File: src/rtl/hsp_pkg.sv
package hsp_pkg;

    // Sequencer states
    typedef enum logic {
        ST_IDLE = 1'b0,
        ST_RUN  = 1'b1
    } seq_state_t;

    // Clock edge that advances a rotating lane
    typedef enum logic {
        EDGE_RISE = 1'b0,
        EDGE_FALL = 1'b1
    } lane_edge_t;

endpackage

File: src/rtl/hsp_seq.sv
module hsp_seq
    import hsp_pkg::*;
(
    input  logic clk,
    input  logic rst,
    output logic run
);

    seq_state_t st, st_nx;

    // next-state: start when reset is low, restart when it is high
    always_comb begin
        st_nx = st;
        unique case (st)
            ST_IDLE: if (!rst) st_nx = ST_RUN;
            ST_RUN:  if (rst)  st_nx = ST_IDLE;
            default: st_nx = ST_IDLE;
        endcase
    end

    // state register
    always_ff @(posedge clk) begin
        if (rst) st <= ST_IDLE;
        else     st <= st_nx;
    end

    // outputs
    always_comb begin
        run = (st == ST_RUN);
    end

endmodule

File: src/rtl/hsp_lane.sv
module hsp_lane
    import hsp_pkg::*;
#(
    parameter int         H    = 3,
    parameter logic [H-1:0] INIT = '0,
    parameter lane_edge_t EDGE = EDGE_RISE
) (
    input  logic clk,
    input  logic load,
    input  logic adv,
    output logic head
);

    logic [H-1:0] r;
    logic [H-1:0] rot;
    logic [H-1:0] r_nx;

    generate
        if (H == 1) begin : g_single
            assign rot = r;
        end else begin : g_multi
            assign rot = {r[0], r[H-1:1]};
        end
    endgenerate

    always_comb begin
        if (load)     r_nx = INIT;
        else if (adv) r_nx = rot;
        else          r_nx = r;
    end

    assign head = r[0];

    generate
        if (EDGE == EDGE_FALL) begin : g_fall
            always_ff @(negedge clk) r <= r_nx;

            // rotation keeps the odd-slot contents intact
            a_r5_ones_kept: assert property (@(negedge clk) disable iff (load)
                adv |-> ($countones(r) == $countones(INIT)));
        end else begin : g_rise
            always_ff @(posedge clk) r <= r_nx;

            // rotation keeps the even-slot contents intact
            a_r3_ones_kept: assert property (@(posedge clk) disable iff (load)
                adv |-> ($countones(r) == $countones(INIT)));
        end
    endgenerate

endmodule

File: src/rtl/hsp_combine.sv
module hsp_combine (
    input  logic clk,
    input  logic rst,
    input  logic run,
    input  logic ev_bit,
    input  logic od_bit,
    output logic pat_out,
    output logic lvl_track
);

    logic d_r, d_f;   // xor-coded capture halves
    logic t_r, t_f;   // level tracker halves
    logic ev_seen, od_seen;

    always_ff @(posedge clk) begin
        if (rst) begin
            d_r <= 1'b0;
            t_r <= 1'b0;
        end else begin
            d_r <= ev_bit ^ d_f;
            t_r <= ~t_r;
        end
    end

    always_ff @(negedge clk) begin
        if (!run) begin
            d_f <= 1'b0;
            t_f <= 1'b0;
        end else begin
            d_f <= od_bit ^ d_r;
            t_f <= t_r;
        end
    end

    // one term of each xor changes per edge
    assign pat_out   = d_r ^ d_f;
    assign lvl_track = t_r ^ t_f;

    // plain captures, kept only for the checks below
    always_ff @(posedge clk) ev_seen <= ev_bit;
    always_ff @(negedge clk) od_seen <= od_bit;

    a_r4_lvl_high: assert property (@(negedge clk) disable iff (rst)
        run |-> lvl_track);
    a_r4_lvl_low: assert property (@(posedge clk) disable iff (rst)
        run |-> !lvl_track);
    a_r3_high_even: assert property (@(negedge clk) disable iff (rst)
        run |-> (pat_out == ev_seen));
    a_r5_low_odd: assert property (@(posedge clk) disable iff (rst)
        run |-> (pat_out == od_seen));

endmodule

File: src/rtl/hsp_gen.sv
module hsp_gen
    import hsp_pkg::*;
#(
    parameter int                 PAT_LEN = 6,
    parameter logic [PAT_LEN-1:0] PATTERN = 6'b011001
) (
    input  logic clk,
    input  logic rst,
    output logic pat_out,
    output logic lvl_track
);

    localparam int HALF = PAT_LEN / 2;

    function automatic logic [HALF-1:0] pick(input logic [PAT_LEN-1:0] p,
                                             input int off);
        logic [HALF-1:0] v;
        v = '0;
        for (int i = 0; i < HALF; i++) v[i] = p[2*i + off];
        return v;
    endfunction

    localparam logic [HALF-1:0] EV_INIT = pick(PATTERN, 0);
    localparam logic [HALF-1:0] OD_INIT = pick(PATTERN, 1);

    logic       run;
    logic [1:0] lane_bit;

    hsp_seq u_seq (
        .clk (clk),
        .rst (rst),
        .run (run)
    );

    // lane 0: even slots on rising edge; lane 1: odd slots on falling edge
    generate
        for (genvar g = 0; g < 2; g++) begin : g_lane
            hsp_lane #(
                .H    (HALF),
                .INIT ((g == 0) ? EV_INIT : OD_INIT),
                .EDGE ((g == 0) ? EDGE_RISE : EDGE_FALL)
            ) u_lane (
                .clk  (clk),
                .load ((g == 0) ? rst : !run),
                .adv  ((g == 0) ? !rst : run),
                .head (lane_bit[g])
            );
        end
    endgenerate

    hsp_combine u_comb (
        .clk       (clk),
        .rst       (rst),
        .run       (run),
        .ev_bit    (lane_bit[0]),
        .od_bit    (lane_bit[1]),
        .pat_out   (pat_out),
        .lvl_track (lvl_track)
    );

endmodule

File: config.mk
export PLATFORM = sky130hd
export DESIGN_NAME = hsp_gen
export DESIGN_NICKNAME = d
export VERILOG_FILES = /design/src/rtl/hsp_pkg.sv /design/src/rtl/hsp_seq.sv /design/src/rtl/hsp_lane.sv /design/src/rtl/hsp_combine.sv /design/src/rtl/hsp_gen.sv
export SDC_FILE = /design/constraint.sdc
export NUM_CORES = 1
export LEC_CHECK = 0
export BUFFER_PORTS_ARGS = -buffer_cell sky130_fd_sc_hd__buf_2
export CAP_MARGIN = 30
export CORE_AREA = 2 2 39 41
export DETAILED_ROUTE_END_ITERATION = 10
export DIE_AREA = 0 0 41 43
export RECOVER_POWER = 50
export SYNTH_ARGS = -nofsm -noshare
export SYNTH_HDL_FRONTEND = slang
export SYNTH_SLANG_ARGS = --single-unit
export TNS_END_PERCENT = 1
File: constraint.sdc
create_clock -name clk -period 1.8 [get_ports clk]
set_input_delay 0.27 -clock clk [delete_from_list [all_inputs] [get_ports clk]]
set_output_delay 0.27 -clock clk [all_outputs]
set_load 0.01 [all_outputs]
Yosys cells after proc, flatten, opt, wreduce, memory -nomap -nowiden

Cells that the tools add are included.

Bitwise operators: 5
Multiplexer cells: 1

Operators with widths:

| kind              | count |
|---|---|
| 1-bit bitwise XOR | 4 |
| 1-bit two-way mux | 1 |
| 1-bit NOT         | 1 |

Output and inout bits: 2
Logic and storage cells: 13
Register bits: 11

Logic depth before layout (Yosys ltp)

Depth in word-level cells: 1
Depth in mapped cells: 2
Gate-level depth less buffers: 2

Modules after synthesis

Synthesis repeated with hierarchy kept, for this count alone.

Cells, all modules: 36
Area total of the unflattened synthesis: 380.4 µm²

By module, submodules not included:

| module                      | instances | area each (µm²) | cells each |
|---|---|---|---|
| hsp_combine                 | 1         | 138.9           | 13 |
| hsp_lane (g_lane[1].u_lane) | 1         | 106.4           | 10 |
| hsp_lane (g_lane[0].u_lane) | 1         | 103.8           | 9 |
| hsp_seq                     | 1         | 23.8            | 2 |
| hsp_gen                     | 1         | 7.5             | 2 |

==> impl_results.md <==
- Sw power: 0.1353 mW
- Violated checks: setup timing
- Routability cong.: around 0.66
- CP required: 1.53 ns
- Post-place setup slack: about 0.029 ns
- Area occupied by multi-input gates: ~90 um2
- Flops & latches, synth: 11
- Least-Margin Pin Slew: a little over 0.2 ns
- Biggest area consumer among synthesized cells: dfxtp_1
- Seq pwr share: 45.2%
- Layout Nets: 42
- Drt wl/cell: between 7 and 8 um
- Crit-path max FO: 2
- Routed wire length: about 400 um
- Final hold viol count: 0
- Share of cells above drive strength 1: between 20% and 30%
- Commonest non-fill, non-tap cell in the layout: dfxtp_1
- Setup violators final: 2
- CTS Buf Count: 3
- Total gr overflow: 0
- RSZ-0062 raised after global routing: yes
- Final routed DRC violation total: 0
- First-pass GRT wire length: about 740 um
- Total power: a little over 0.6 mW
- Slew headroom: between 80% and 90%
- DR iter-0 viols: 2
- Sequential cell area: ~220 um2
- Antenna violations before repair: 0
- Final slew viol count: 0
- Max-cap violations: 0
- Synthesized area: about 320 um2
- Ant diodes: 0
- Initial Utilization: a little under a quarter
- PwrDens: roughly 1400 mW/mm2
- Vias/cell: between 3 and 4
- Max Buffers Root-to-Sink: 2
- Num rows: 14
- Power share of the clock group: about half
- Yosys warning count: 0
- Post-route cell area: 426.7 um2
- Critical setup path kind: flip-flop to output pin
- Hold Crit Class: primary input to flip-flop
- Worst-Skew Late Latency: 0.33 ns
- Min setup slack post-route: -0.2853 ns
- Core Region: around 0.0014 mm2
- I/O Buffers: 3
- Max VDD drop: about 460 uV
- CTS Sinks: 11
- Status: finished, violations left
- Die footprint: approximately 0.0018 mm2
- Post-route ant nets: 0
- Die height: ~43 um
- Total Routing Usage GR: 6.579%
- CP Capture Type: output pin
- Cells after Synth: 27
- Fill cells: around 150
- Via count: between 150 and 200
- Ports: 4
- Most frequent cells in the layout: 9 x dfxtp_1, 6 x inv_1, 4 x and2_1, 3 x xor2_1, 3 x clkbuf_4
- Post-synth top area share: slightly below 70%
- Mapped Nets: 29
- Post-DP Area: 362.8 um2
- Post-synthesis sequential area ratio: 68.75%
- Static leakage: around 0.21 nW
- CTS tree: built
- Largest net degree at the start of global routing: 8
- Max H-tree Level: 1
- Unique masters post-synth: 9
- Layout Skew: a little under 0.07 ns
- Sw Share: ~22%
- CTS root buf: clkbuf_4
- Combinational power share: slightly above 6%
- Startpoint Class: flip-flop
- WP data arrival: around 1.8 ns
- DR pass1 iterations: 2
- Die X: approximately 41 um
- Synthesized area per cell: about 12 um2
- Area growth, synth to finish: 33.20%
- Worst-path clk slew: ~0.08 ns
- Vias in the first global route: slightly below 200
- Synth top area cells: dfxtp_1 69%, xor2_1 8.2%, and2_1 7.8%
- Internal Dissipation: around 0.47 mW
-- worst paths after layout --
check | start | end | slack, ns | cells after the start
max reg2reg | u_comb.d_f$_SDFF_NN0_ | u_comb.d_r$_SDFF_PP0_ | 0.13 | 3
min | rst | u_seq.run$_DFF_P_ | 0.22 | 2
max | u_comb.d_f$_SDFF_NN0_ | pat_out | -0.29 | 2
min reg2reg | g_lane[1].u_lane.r[2]$_SDFF_NN0_ | g_lane[1].u_lane.r[1]$_SDFF_NN1_ | 0.40 | 1
-- cells in the mapped netlist --
cell type	count
dfxtp_1	11
and2_1	4
xor2_1	3
inv_1	2
nor2_1	2
or2_1	2
nand2b_1	1
nor2b_1	1
xnor2_1	1
-- power groups by stage --
stage / clock, mW / sequential, mW / combinational (mW)
after floorplan: 0.0207 / 0.274 / 0.0229
after global placement: 0.0207 / 0.276 / 0.0377
after detailed placement: 0.0207 / 0.276 / 0.0380
after CTS: 0.305 / 0.273 / 0.0384
after global routing: 0.333 / 0.274 / 0.0419
final: 0.294 / 0.272 / 0.0371
-- cell families (layout without fill, tap and decap cells) --
group	count (synthesis)	in the layout	synth area share, %
flops	11	11	68.75
buf+inv	2	14	2.345
simple gates	10	10	17.97
xor+xnor	4	4	10.94
-- layer usage --
metal	track usage, %	vias to the layer above	routed length (um)
met5	0	-	0
met4	6.000	0	0
met3	3.141	0	16
met2	7.500	3	170
met1	8.581	84	212
li1	-	102	-
-- what timing repair did --
action | CTS | global route
setup endpoints to repair | 2 | 2
gates cloned | 0 | 0
hold buffers | 0 | 0
resized for setup | 2 | 0
buffers inserted | 0 | 0
endpoints found under the hold margin | 0 | 0
-- critical path, cell delays in order, from the launching register on --
cell and delay, ns:
dfxtp_2 0.32, xor2_1 0.13, buf_2 0.14
-- sequential cells by signal (all words and copies together), names as in the netlist --
name             flops
u_comb.t_f           1
g_lane.u_lane.r      6
u_comb.d_f           1
u_comb.t_r           1
u_seq.run            1
u_comb.d_r           1
-- metrics by stage --
step                hold slack [ns]  util [%]  setup TNS (ns)  instances
global placement             0.3860     26.22               0         47
finish                       0.2166     30.83         -0.5672         55
CTS                          0.1903     30.92         -0.6008         55
detailed placement           0.3917     26.22               0         47
global route                 0.2332     30.83         -0.7276         55
floorplan                    0.3265         -               0         27
-- layout make-up --
type / instances / area share (%)
timing repair buffer: 4 / 4.985
clock inverter: 5 / 4.399
clock buffer: 4 / 11.14
sequential: 11 / 52.20
multi-input combinational: 14 / 21.70
tap: 16 / 4.692
inverter: 1 / 0.8798
Power figures use the tool's default switching activity.
